**config.mk**
```make
export PLATFORM = sky130hd
export DESIGN_NAME = serdes_loop_ctrl
export DESIGN_NICKNAME = d
export VERILOG_FILES = /design/src/rtl/slc_pkg.sv /design/src/rtl/slc_ctrl_sync.sv /design/src/rtl/slc_ser.sv /design/src/rtl/slc_deser.sv /design/src/rtl/slc_clkdiv.sv /design/src/rtl/serdes_loop_ctrl.sv
export SDC_FILE = /design/constraint.sdc
export NUM_CORES = 1
export LEC_CHECK = 0
export BUFFER_PORTS_ARGS = -buffer_cell sky130_fd_sc_hd__buf_2
export CORE_MARGIN = 8
export CORE_UTILIZATION = 56
export CTS_CLUSTER_SIZE = 16
export DETAILED_ROUTE_END_ITERATION = 6
export GPL_ROUTABILITY_DRIVEN = 0
export GPL_TIMING_DRIVEN = 0
export HOLD_SLACK_MARGIN = 0.02
export MAX_ROUTING_LAYER = met4
export PLACE_DENSITY = 0.79
export SLEW_MARGIN = 40
export SYNTH_ARGS = -nofsm -noshare
export SYNTH_HDL_FRONTEND = slang
export SYNTH_SLANG_ARGS = --single-unit
```
**constraint.sdc**
```tcl
create_clock -name clk -period 3.4 [get_ports clk]
set_clock_uncertainty 0.05 [all_clocks]
set_input_delay 0.68 -clock clk [delete_from_list [all_inputs] [get_ports clk]]
set_output_delay 0.68 -clock clk [all_outputs]
set_load 0.01 [all_outputs]
```
**src/rtl/slc_pkg.sv**
```systemverilog
`timescale 1ns/1ps
package slc_pkg;

    typedef enum logic [1:0] {
        TM_LOCAL   = 2'b00,
        TM_RXBYP   = 2'b01,
        TM_REFLOOP = 2'b10
    } tmode_e;

    typedef struct packed {
        logic equip;
        logic fac;
        logic rx_byp;
        logic ref_loop;
        logic los;
        logic cru_off;
    } ctrl_s;

    function automatic logic [5:0] ratio_of(input logic [2:0] sel);
        case (sel)
            3'd1:    ratio_of = 6'd12;
            3'd2:    ratio_of = 6'd16;
            3'd3:    ratio_of = 6'd32;
            default: ratio_of = 6'd8;
        endcase
    endfunction

    function automatic tmode_e resolve_mode(input ctrl_s c);
        if (c.rx_byp)
            resolve_mode = TM_RXBYP;
        else if (c.ref_loop && !c.los && !c.equip)
            resolve_mode = TM_REFLOOP;
        else
            resolve_mode = TM_LOCAL;
    endfunction

endpackage

```
**src/rtl/slc_ctrl_sync.sv**
```systemverilog
`timescale 1ns/1ps
module slc_ctrl_sync
    import slc_pkg::*;
#(
    parameter int STAGES = 2
) (
    input  logic   clk,
    input  logic   rst,
    input  ctrl_s  raw,
    input  logic   boundary,
    output ctrl_s  active,
    output tmode_e mode
);

    ctrl_s pipe [STAGES];

    always_ff @(posedge clk) begin
        if (rst) pipe[0] <= '0;
        else     pipe[0] <= raw;
    end

    for (genvar g = 1; g < STAGES; g++) begin : g_stage
        always_ff @(posedge clk) begin
            if (rst) pipe[g] <= '0;
            else     pipe[g] <= pipe[g-1];
        end
    end

    always_ff @(posedge clk) begin
        if (rst) begin
            active <= '0;
            mode   <= TM_LOCAL;
        end else if (boundary) begin
            active <= pipe[STAGES-1];
            mode   <= resolve_mode(pipe[STAGES-1]);
        end
    end

    // controls only move when the serializer is between words
    assert_mode_at_boundary_R11: assert property (@(posedge clk) disable iff (rst)
        (active != $past(active)) |-> $past(boundary));

endmodule

```
**src/rtl/slc_ser.sv**
```systemverilog
`timescale 1ns/1ps
module slc_ser #(
    parameter int W = 8
) (
    input  logic         clk,
    input  logic         rst,
    input  logic         tick,
    input  logic         load_stb,
    input  logic [W-1:0] load_data,
    output logic         ser_out,
    output logic         at_boundary
);
    localparam int CW = $clog2(W);

    logic [W-1:0]  hold;
    logic [W-1:0]  sh;
    logic [CW-1:0] cnt;

    always_ff @(posedge clk) begin
        if (rst) begin
            hold    <= '0;
            sh      <= '0;
            cnt     <= '0;
            ser_out <= 1'b0;
        end else begin
            if (load_stb) hold <= load_data;
            if (tick) begin
                if (cnt == '0) begin
                    ser_out <= hold[W-1];
                    sh      <= {hold[W-2:0], 1'b0};
                end else begin
                    ser_out <= sh[W-1];
                    sh      <= {sh[W-2:0], 1'b0};
                end
                cnt <= (cnt == CW'(W-1)) ? '0 : cnt + 1'b1;
            end
        end
    end

    assign at_boundary = (cnt == '0);

endmodule

```
**src/rtl/slc_deser.sv**
```systemverilog
`timescale 1ns/1ps
module slc_deser #(
    parameter int W = 8
) (
    input  logic         clk,
    input  logic         rst,
    input  logic         tick,
    input  logic         din,
    output logic [W-1:0] par_out,
    output logic         par_vld
);
    localparam int CW = $clog2(W);

    logic [W-1:0]  sh;
    logic [CW-1:0] cnt;

    always_ff @(posedge clk) begin
        if (rst) begin
            sh      <= '0;
            cnt     <= '0;
            par_out <= '0;
            par_vld <= 1'b0;
        end else begin
            par_vld <= 1'b0;
            if (tick) begin
                sh  <= {sh[W-2:0], din};
                cnt <= (cnt == CW'(W-1)) ? '0 : cnt + 1'b1;
                if (cnt == CW'(W-1)) begin
                    par_out <= {sh[W-2:0], din};
                    par_vld <= 1'b1;
                end
            end
        end
    end

    // the word strobe is a single-cycle pulse
    assert_vld_single_R2: assert property (@(posedge clk) disable iff (rst)
        par_vld |=> !par_vld);

endmodule

```
**src/rtl/slc_clkdiv.sv**
```systemverilog
`timescale 1ns/1ps
module slc_clkdiv #(
    parameter int REF_DIV = 8,
    parameter int RW      = 6
) (
    input  logic          clk,
    input  logic          rst,
    input  logic          synth_tick,
    input  logic [RW-1:0] ratio,
    output logic          fb_pulse,
    input  logic          rx_tick,
    output logic          rx_div_pulse
);
    localparam int DW = $clog2(REF_DIV);

    logic [RW-1:0] fb_cnt;
    logic [DW-1:0] rx_cnt;
    logic          fb_wrap;

    assign fb_wrap      = (fb_cnt >= ratio - 1'b1);
    assign fb_pulse     = synth_tick && fb_wrap;
    assign rx_div_pulse = rx_tick && (rx_cnt == DW'(REF_DIV-1));

    always_ff @(posedge clk) begin
        if (rst) begin
            fb_cnt <= '0;
            rx_cnt <= '0;
        end else begin
            if (synth_tick) fb_cnt <= fb_wrap ? '0 : fb_cnt + 1'b1;
            if (rx_tick)    rx_cnt <= (rx_cnt == DW'(REF_DIV-1)) ? '0 : rx_cnt + 1'b1;
        end
    end

    // the feedback pulse is never on two cycles in a row
    assert_fb_gap_R10: assert property (@(posedge clk) disable iff (rst)
        fb_pulse |=> !fb_pulse);

endmodule

```
**src/rtl/serdes_loop_ctrl.sv**
```systemverilog
`timescale 1ns/1ps
module serdes_loop_ctrl
    import slc_pkg::*;
#(
    parameter int BYTE_W      = 8,
    parameter int SYNC_STAGES = 2,
    parameter int REF_DIV     = 8,
    parameter int RATIO_W     = 6
) (
    input  logic              clk,
    input  logic              rst,
    input  logic [BYTE_W-1:0] tx_par_data,
    input  logic              tx_par_stb,
    output logic              tx_ser_data,
    output logic              tx_ser_clk_en,
    input  logic              rx_ser_data,
    input  logic              rx_rec_clk_en,
    input  logic              rx_raw_clk_en,
    output logic [BYTE_W-1:0] rx_par_data,
    output logic              rx_par_stb,
    input  logic              synth_clk_en,
    input  logic              ref_clk_en,
    output logic              cmu_ref_en,
    output logic              cmu_fb_en,
    input  logic [2:0]        div_sel,
    output logic [RATIO_W-1:0] div_ratio,
    input  logic              lb_equip,
    input  logic              lb_facility,
    input  logic              lt_rx_bypass,
    input  logic              lt_ref_loop,
    input  logic              los,
    input  logic              cru_off,
    output logic [1:0]        tmode_eff
);

    ctrl_s  raw_c;
    ctrl_s  act;
    tmode_e mode;
    logic   boundary;
    logic   line_rx_tick, tx_tick, deser_tick, deser_din;
    logic   ser_q, deser_vld, rx_div_pulse, split_on;
    logic   unused_ctrl;
    logic [BYTE_W-1:0] deser_q;

    assign raw_c = {lb_equip, lb_facility, lt_rx_bypass, lt_ref_loop, los, cru_off};

    slc_ctrl_sync #(.STAGES(SYNC_STAGES)) u_sync (
        .clk(clk), .rst(rst), .raw(raw_c), .boundary(boundary),
        .active(act), .mode(mode)
    );

    assign unused_ctrl  = act.ref_loop;
    assign line_rx_tick = act.cru_off ? rx_raw_clk_en : rx_rec_clk_en;
    assign tx_tick      = (act.fac || mode == TM_RXBYP) ? line_rx_tick : synth_clk_en;
    assign deser_tick   = act.equip ? tx_tick : line_rx_tick;
    assign deser_din    = act.equip ? ser_q : rx_ser_data;
    assign split_on     = act.equip && act.fac;

    slc_ser #(.W(BYTE_W)) u_ser (
        .clk(clk), .rst(rst), .tick(tx_tick), .load_stb(tx_par_stb),
        .load_data(tx_par_data), .ser_out(ser_q), .at_boundary(boundary)
    );

    slc_deser #(.W(BYTE_W)) u_deser (
        .clk(clk), .rst(rst), .tick(deser_tick), .din(deser_din),
        .par_out(deser_q), .par_vld(deser_vld)
    );

    slc_clkdiv #(.REF_DIV(REF_DIV), .RW(RATIO_W)) u_div (
        .clk(clk), .rst(rst), .synth_tick(synth_clk_en), .ratio(div_ratio),
        .fb_pulse(cmu_fb_en), .rx_tick(line_rx_tick), .rx_div_pulse(rx_div_pulse)
    );

    assign div_ratio     = RATIO_W'(ratio_of(div_sel));
    assign tx_ser_data   = act.fac ? rx_ser_data : ser_q;
    assign tx_ser_clk_en = tx_tick;
    assign rx_par_data   = split_on ? tx_par_data : deser_q;
    assign rx_par_stb    = split_on ? tx_par_stb : deser_vld;
    assign cmu_ref_en    = (mode == TM_REFLOOP) ? rx_div_pulse : ref_clk_en;
    assign tmode_eff     = mode;

    // in reference-loop mode a reference pulse rides on a receive tick
    assert_ref_on_rx_tick_R7: assert property (@(posedge clk) disable iff (rst)
        (mode == TM_REFLOOP && cmu_ref_en) |-> line_rx_tick);

    // loss of signal or equipment loopback hands the reference back to the pin
    assert_ref_forced_off_R8: assert property (@(posedge clk) disable iff (rst)
        (act.los || act.equip) |-> (cmu_ref_en == ref_clk_en));

endmodule

```
==> results of run 1 <==
[layer usage]
metal  global-route usage (%)  vias to the layer above
met5                        -                        -
li1                         -                     1249
met2                     29.9                       61
met1                     23.8                     1175
met4                     7.53                        0
met3                     4.13                        8
[critical path: stages]
cell and delay (ns):
buf_2 0.11, nand2b_1 0.16, or2_2 0.29, ha_1 0.29
a21oi_1 0.16, o22ai_1 0.17, or2_2 0.33, and2_1 0.16
buf_2 0.13
[cell type report]
type	instances	area, sq um	area share, %
multi-input cells	226	1490	43.4
clock buffers	12	165	4.82
flip-flops and latches	64	1280	37.4
well taps	70	87.6	2.56
clock inverters	3	40.0	1.17
plain buffers	23	123	3.58
repair buffers	42	210	6.14
inverters	8	30.0	0.877
[power groups by stage]
stage / combinational, mW / sequential, mW / clock [mW]
after floorplan: 0.130 / 0.818 / 0
after global placement: 0.183 / 0.822 / 0
after detailed placement: 0.189 / 0.823 / 0
after CTS: 0.191 / 0.806 / 0.677
after global routing: 0.213 / 0.811 / 0.714
final: 0.190 / 0.807 / 0.666
[sequential cells by signal, summed over array words and instances (netlist names)]
| register | count |
|---|---|
| u_sync.pipe | 12 |
| u_ser.ser_out | 1 |
| u_div.fb_cnt | 6 |
| u_deser.par_vld | 1 |
| u_ser.cnt | 3 |
| u_ser.hold | 8 |
| u_deser.cnt | 3 |
| u_ser.sh | 7 |
| u_deser.par_out | 8 |
| u_sync.mode | 2 |
| u_div.rx_cnt | 3 |
| u_sync.active | 3 |
| u_deser.sh | 7 |
[synthesized netlist by cell type (3+ instances only)]
cell type and number:
o21ai_0 15, buf_1 4, a21oi_1 38, nor3_1 4
buf_6 3, dfxtp_1 64, nand3_1 10, ha_1 12
mux2_2 11, nor2b_1 16, nand3b_1 3, mux2i_1 10
nand2_1 27, buf_2 4, nor2_1 16, nand2b_1 5
inv_1 7, a311oi_1 8, nand4_1 10, clkbuf_1 9
o31ai_1 7
[kinds of logic (layout without fill, tap and decap cells)]
kind of cell | after synthesis | after routing | synth area share [%]
other cells | 2 | 3 | 0.257
mux | 22 | 22 | 8.45
flops | 64 | 64 | 43.9
buf+inv | 31 | 88 | 5.23
fa+ha+maj | 12 | 12 | 5.15
xor+xnor | 2 | 2 | 0.600
simple gates | 106 | 106 | 19.7
compound gates | 81 | 81 | 16.7
[how the worst min path moves through the flow]
| stage | startpoint | endpoint | slack, ns |
|---|---|---|---|
| final | u_sync.pipe[0][5] | u_sync.pipe[1][5] | 0.38 |
| after global routing | u_sync.pipe[0][4] | u_sync.pipe[1][4] | 0.41 |
| after CTS | u_sync.pipe[1][4] | u_sync.active[4] | 0.39 |
| after detailed placement | u_sync.pipe[0][4] | u_sync.pipe[1][4] | 0.37 |
| after global placement | u_sync.pipe[0][4] | u_sync.pipe[1][4] | 0.37 |
| after floorplan | u_sync.pipe[0][0] | u_sync.pipe[1][0] | 0.36 |
[per-stage QoR]
step / utilization (%) / area (sq um) / power (mW) / hold slack [ns]
after floorplan: - / 2920 / 0.948 / 0.364
after global placement: 63.4 / 3220 / 1.00 / 0.369
after detailed placement: 63.4 / 3220 / 1.01 / 0.370
after CTS: 67.5 / 3420 / 1.67 / 0.385
after global routing: 67.5 / 3420 / 1.74 / 0.408
final: 67.5 / 3420 / 1.66 / 0.384
==> impl_metrics.yaml, run 1 <==
routing:
  dr_wl_met3_microns: 330
  routed.top_layer: "met4"
  viasPerCell: 5.56
  drc: 0
  met2WireLength_microns: 3380
  vias: 2493
  routed_wl_microns: 6810
  wl_met1_microns: 3020
  drtIter0Drc: 132
  wl_per_cell_microns: 15.2
  final_antenna_net_count: 0
  drt_first_pass_iters: 4
sta:
  rsz0062_at_grt: "false"
  fmax_mhz: 311
  tns_ns: 0
  setup_viol: 0
  period_share_pct: 94.5
  slew_headroom_pct: 55.2
  hold_viol: 0
  worstMarginPinSlew_ns: 0.667
  drv_slew: 0
  finalWorstSetupSlack_ns: 0.186
  min_period_ns: 3.21
setup_path:
  worstPathArrival_ns: 2.48
  start_kind: "input port"
  reg2reg_from: "u_deser.cnt[0]"
  timing.rr.end: "u_deser.par_out[0]"
  reg2reg_slack_ns: 1.26
  endpoint_kind: "output pin"
  cp-endpoint: "cmu_fb_en"
  path_class: "input port to output pin"
  cp-startpoint: "div_sel[2]"
  path_max_fanout: 5
  rr_worst_depth: 6
  required_ns: 2.67
die:
  initial_core_util_pct: 57.5
  die_y_microns: 88.2
  io_pins: 46
  die_area_sq_mm: 0.00778
  die_w_microns: 88.2
  core_sq_mm: 0.00507
  num_rows: 26
finish:
  final_common_cell: "dfxtp_1"
  diodes: 0
  layout_common_cells: "64 x dfxtp_1, 46 x buf_2, 38 x a21oi_1"
  area.growth.synth_to_final_pct: 17.4
  drive_gt1_share_pct: 22.5
  fin_cells: 448
  finalNetCount: 411
  fill_cells: 426
synth:
  synth-main-ff-cell: "dfxtp_1"
  synthArstFlopShare_pct: 0
  synth_cells: 320
  postSynthAreaPerCell_sq_um: 9.12
  synth-seq-area-share_pct: 43.9
  synthTopCellsByArea: "dfxtp_1 44%, a21oi_1 6.5%, ha_1 5.1%, mux2_2 4.2%, nand2_1 3.5%"
  synth_edf_count: 0
  synth.largest_area_cell: "dfxtp_1"
  synthesis.area_sq_mm: 0.00292
  synth.ff_latch_count: 64
  ys_types: 48
  yosysWarnings: 0
  synth_top_area_share_pct: 43.9
grt:
  grt_pass1_wl_microns: 11400
  grt_max_degree: 11
  grt_pass1_vias: 2384
  antenna_found_initial: 0
  grt_overflow: 0
  grt_use_total_pct: 19.3
place:
  io_buffers: 42
  hpwl_microns: 4900
  dp.cells: 433
  pre_cts_slack_ns: 0.169
min_path:
  hold_depth: 1
  hp-class: "register to register"
clocking:
  cts_tree: "built"
  postCtsSetupBuffers: 0
  clkTransAtPathRegs_ns: 0.06
  cts_buffer_depth: 2
  clkLatencyLatePin_ns: 0.33
  htree_levels: 3
  root_buffer: "clkbuf_8"
  cts_buffers: 9
  cts_resized: 0
  cts_num_sinks: 64
  ctsHoldBuffers: 0
pwr:
  p_sw_share_pct: 24.6
  comb_power_share_pct: 11.4
  cellLeakagePower_nw: 1.41
  intPower_mw: 1.25
  power.net_switching_mw: 0.410
  power_density_mw_per_mm2: 486
  seqPwrFrac_pct: 48.5
  peakVddDrop_mv: 0.463
  p_clk_share_pct: 40.1
status:
  status: "complete, no violations"
run:
  max-cap-violations: 0
No activity file was read; power rests on OpenSTA's default activity.
==> run 2, diff against run 1 <==
--- a/config.mk
+++ b/config.mk
@@ -8,5 +8,5 @@
 export BUFFER_PORTS_ARGS = -buffer_cell sky130_fd_sc_hd__buf_2
 export CORE_MARGIN = 8
-export CORE_UTILIZATION = 56
+export CORE_UTILIZATION = 57
 export CTS_CLUSTER_SIZE = 16
 export DETAILED_ROUTE_END_ITERATION = 6
@@ -19,3 +19,4 @@
 export SYNTH_ARGS = -nofsm -noshare
 export SYNTH_HDL_FRONTEND = slang
+export SYNTH_HIERARCHICAL = 1
 export SYNTH_SLANG_ARGS = --single-unit
--- a/constraint.sdc
+++ b/constraint.sdc
@@ -3,3 +3,3 @@
 set_input_delay 0.68 -clock clk [delete_from_list [all_inputs] [get_ports clk]]
 set_output_delay 0.68 -clock clk [all_outputs]
-set_load 0.01 [all_outputs]
+set_load 0.05 [all_outputs]
==> impl_metrics.yaml, run 2 <==
grt:
  met1_usage_pct: 19.4
  use_met2_pct: 24.5
  grt_pass1_wl_microns: 10700
  grt_use_total_pct: 16.3
  grt_overflow: 0
  grt.busiest_layer: "met2"
  grt_max_degree: 12
  grt_util_met3_pct: 6.65
  antenna_found_initial: 0
  grt_pass1_vias: 2286
clocking:
  postCtsSetupBuffers: 0
  cts_tree: "built"
  clkLatencyLatePin_ns: 0.34
  cts_num_sinks: 64
  root_buffer: "clkbuf_8"
  cts_buffers: 9
  cts_buffer_depth: 2
  cts_resized: 0
  clkTransAtPathRegs_ns: 0.07
  ctsHoldBuffers: 0
  htree_levels: 3
finish:
  fin_cells: 441
  diodes: 0
  reg.largest.list: "u_sync/pipe (12), u_deser/par_out (8), u_ser/hold (8)"
  final_common_cell: "dfxtp_1"
  largest_reg_flops: 12
  utilization_pct: 68.7
  drive_gt1_share_pct: 34.4
  stdcell_area_sq_mm: 0.00374
  regMostFlops: "u_sync/pipe"
  area.growth.synth_to_final_pct: 18.4
  fill_cells: 449
  layout_common_cells: "64 x dfxtp_1, 48 x buf_2, 29 x nor2_1"
  finalNetCount: 405
place:
  dp.cells: 425
  hpwl_microns: 4750
  placed_area_sq_mm: 0.00352
  io_buffers: 42
sta:
  rsz0062_at_grt: "false"
  hold_viol: 0
  fmax_mhz: 310
  min_period_ns: 3.23
  tns_ns: 0
  setup_viol: 0
  drv_slew: 0
  period_share_pct: 94.9
status:
  status: "complete, no violations"
setup_path:
  start_kind: "input port"
  crit_top_cell: "buf_2"
  path_max_fanout: 7
  worstPathArrival_ns: 2.50
  cp_top_family: "simple AND/OR/NAND/NOR gates"
  timing.rr.end: "u_deser/par_out[5]"
  cp-endpoint: "cmu_fb_en"
  endpoint_kind: "output pin"
  critical_path.cell_chain: "buf_2 -> nand2b_4 -> nor2_4 -> nor3_1 -> nand2_1 -> xor2_1 -> ha_1 -> nand3_4 -> o31ai_4 -> buf_2"
  reg2reg_from: "u_sync/mode[0]"
  cp-startpoint: "div_sel[2]"
  required_ns: 2.67
  worst-path-stages: 10
  cpPeakStageDelay_ns: 0.33
  worst_path_max_delay_cell: "ha_1"
  path_class: "input port to output pin"
  rr_worst_depth: 8
  path_buf_inv: 2
  reg2reg_slack_ns: 1.43
synth:
  postSynthAreaPerCell_sq_um: 10.4
  yosysWarnings: 6
  synth_cells: 304
  synthesis.area_sq_mm: 0.00316
routing:
  viasPerCell: 5.18
  final_antenna_net_count: 0
  wl_per_cell_microns: 14.5
  routed_wl_microns: 6380
  vias: 2286
  drt_first_pass_iters: 4
  drc: 0
  drtIter0Drc: 113
die:
  num_rows: 27
  die_area_sq_mm: 0.00818
  die_w_microns: 90.4
  io_pins: 46
  core_sq_mm: 0.00544
  initial_core_util_pct: 58.0
  die_y_microns: 90.4
min_path:
  hold_depth: 1
  hp-class: "register to register"
pwr:
  peakVddDrop_mv: 0.449
  p_total_mw: 1.80
  power_density_mw_per_mm2: 481
  cellLeakagePower_nw: 1.71
run:
  max-cap-violations: 0
run 2: changes by cell type in the layout (fill, tap and decap cells not counted), sizes merged, moves of 10 or more:
| cell | change |
|---|---|
| nor2 | +15 |
| clkbuf | -10 |
| nand2 | -20 |
| o21ai | -18 |
| a21oi | -23 |
| mux2i | +14 |
run 2: metal layers:
metal  routed length, microns  vias up  part of all wire [%]
met5                        0        -                     0
met4                       43        0                  0.67
met3                      357        5                   5.6
met2                     2970       55                    47
met1                     3010     1064                    47
li1                         -     1162                     -
run 2: area by class of cell:
class                           instances  area (sq um)  area share [%]
Timing Repair Buffer                   42           210            5.62
Clock inverter                          6          82.6            2.21
Inverter                               15          56.3            1.51
Multi-Input combinational cell        210          1720            46.1
Buffer                                 22           158            4.22
Tap cell                               72          90.1            2.41
Sequential cell                        64          1280            34.3
Clock buffer                           10           138            3.68
run 2: report_power, final:
part | internal, mW | switching (mW)
clock | 0.428 | 0.285
combinational | 0.117 | 0.154
sequential | 0.787 | 0.0246
total | 1.33 | 0.464
run 2: worst reg2reg max path: stages, from the launching register on:
cell and delay [ns]:
dfxtp_1 0.31, buf_4 0.14, nor2b_4 0.12, nor3b_1 0.26, mux2_2 0.39, buf_4 0.18
buf_6 0.16, a21bo_1 0.17, a21oi_1 0.13
run 2: worst min path at each step:
stage	end	from	slack, ns
4_1_cts	u_sync/pipe[1][2]	u_sync/pipe[0][2]	0.39
5_1_grt	u_sync/pipe[1][2]	u_sync/pipe[0][2]	0.40
3_3_place_gp	u_sync/pipe[1][3]	u_sync/pipe[0][3]	0.37
2_1_floorplan	u_sync/pipe[1][0]	u_sync/pipe[0][0]	0.36
3_5_place_dp	u_sync/pipe[1][2]	u_sync/pipe[0][2]	0.37
6_report	u_sync/pipe[1][2]	u_sync/pipe[0][2]	0.39
run 2: through the flow:
stage                     hold slack [ns]  setup slack, ns
final                               0.388            0.175
after detailed placement            0.375            0.135
after floorplan                     0.364           0.0800
after CTS                           0.392            0.127
after global routing                0.401           0.0515
after global placement              0.367            0.181
==> run 3, diff against run 2 <==
Settings changed: CELL_PAD_IN_SITES_DETAIL_PLACEMENT from default to 2, CELL_PAD_IN_SITES_GLOBAL_PLACEMENT from default to 2, CORE_UTILIZATION 57 to 37, PLACE_DENSITY 0.79 to default, PLACE_DENSITY_LB_ADDON from default to 0.1.
==> impl_metrics.yaml, run 3 (synthesis gave the netlist of run 2 again) <==
grt:
  grt_pass1_vias: 2585
  grt_overflow: 0
  grt_use_total_pct: 14.7
  grt_pass1_wl_microns: 13000
  grt_max_degree: 13
  antenna_found_initial: 0
clocking:
  cts_tree: "built"
  ctsHoldBuffers: 0
  clkTransAtPathRegs_ns: 0.07
  cts_buffer_depth: 2
  cts_buffers: 9
  clkLatencyLatePin_ns: 0.34
  cts_num_sinks: 64
  root_buffer: "clkbuf_8"
  htree_levels: 3
run:
  max-cap-violations: 0
die:
  die_y_microns: 108
  die_area_sq_mm: 0.0117
  io_pins: 46
  die_w_microns: 108
  num_rows: 33
  core_sq_mm: 0.00826
  initial_core_util_pct: 38.2
routing:
  wl_per_cell_microns: 16.7
  viasPerCell: 4.95
  drc: 0
  drt_first_pass_iters: 4
  vias: 2351
  routed_wl_microns: 7920
  drtIter0Drc: 21
  final_antenna_net_count: 0
finish:
  area.growth.synth_to_final_pct: 20.3
  drive_gt1_share_pct: 34.6
  fill_cells: 928
  finalNetCount: 406
  reg.largest.list: "u_sync/pipe (12), u_deser/par_out (8), u_ser/hold (8)"
  regMostFlops: "u_sync/pipe"
  final_common_cell: "dfxtp_1"
  multi_input_comb_area_sq_mm: 0.00172
  stdcell_area_sq_mm: 0.00380
  regArea_sq_mm: 0.00128
  diodes: 0
  layout_common_cells: "64 x dfxtp_1, 47 x buf_2, 29 x nor2_1"
  largest_reg_flops: 12
place:
  pre_cts_slack_ns: 0.0151
  hpwl_microns: 5790
  placed_area_sq_mm: 0.00356
  io_buffers: 42
sta:
  finalWorstSetupSlack_ns: 0.105
  whs_ns: 0.390
  setup_viol: 0
  hold_viol: 0
  fmax_mhz: 304
  rsz0062_at_grt: "false"
  min_period_ns: 3.29
  worstMarginPinSlew_ns: 0.554
  slew_headroom_pct: 63.1
  drv_slew: 0
  period_share_pct: 96.9
  tns_ns: 0
setup_path:
  rr_worst_depth: 8
  start_kind: "input port"
  endpoint_kind: "output pin"
  worstPathArrival_ns: 2.56
  timing.rr.end: "u_deser/par_out[5]"
  required_ns: 2.67
  path_class: "input port to output pin"
  reg2reg_slack_ns: 1.43
  reg2reg_from: "u_sync/mode[0]"
  path_max_fanout: 5
pwr:
  cellLeakagePower_nw: 1.72
  peakVddDrop_mv: 0.268
  power_density_mw_per_mm2: 484
min_path:
  hp-class: "register to register"
  min_to: "u_sync/pipe[1][0]"
  min_from: "u_sync/pipe[0][0]"
  hold_depth: 1
status:
  status: "complete, no violations"
## run 3: timing repair
item                                    CTS  global route
gates resized for setup                   1             0
endpoints found under the setup margin    1             0
buffers inserted                          1             0
## run 3: worst max-delay path by stage
stage,startpoint,end,slack (ns),cells past startpoint
6_report,div_sel[2],cmu_fb_en,0.11,11
3_5_place_dp,div_sel[2],cmu_fb_en,0.02,10
4_1_cts,div_sel[2],cmu_fb_en,0.07,11
2_1_floorplan,div_sel[0],cmu_fb_en,0.08,7
5_1_grt,div_sel[2],cmu_fb_en,0.009,11
3_3_place_gp,div_sel[2],cmu_fb_en,0.15,10
## run 3: per-stage QoR
stage	util [%]	cells	total power, mW
floorplan	-	311	1.04
global placement	43.1	458	1.10
detailed placement	43.1	458	1.11
CTS	46.0	475	1.87
global route	46.0	475	1.93
finish	46.0	475	1.84
## run 3: worst max-delay path, cell delays in order
cell,delay [ns]
buf_2,0.11
nand2b_4,0.17
nor2_4,0.06
nor3_1,0.27
nand2_1,0.13
xor2_1,0.16
ha_1,0.32
a21o_1,0.19
a2bb2oi_2,0.18
o31ai_4,0.10
buf_4,0.20
## run 3: metal layers
layer	GRT usage (%)	vias to the layer above	wire length (microns)
li1	-	1156	-
met1	17.4	1145	3640
met2	24.0	41	3900
met3	3.57	9	281
met4	4.69	0	94
met5	-	-	0
## run 3: area by class of cell
type | count | share of cell area, %
multi-input combinational | 210 | 45.3
sequential | 64 | 33.7
timing repair buffer | 43 | 5.80
buffer | 22 | 4.15
clock buffer | 10 | 3.62
tap | 105 | 3.46
clock inverter | 6 | 2.44
inverter | 15 | 1.48
## run 3: power breakdown
| group | switching, mW | internal, mW | total (mW) |
|---|---|---|---|
| logic | 0.161 | 0.119 | 0.280 |
| registers | 0.0246 | 0.787 | 0.811 |
| clock network | 0.313 | 0.435 | 0.748 |
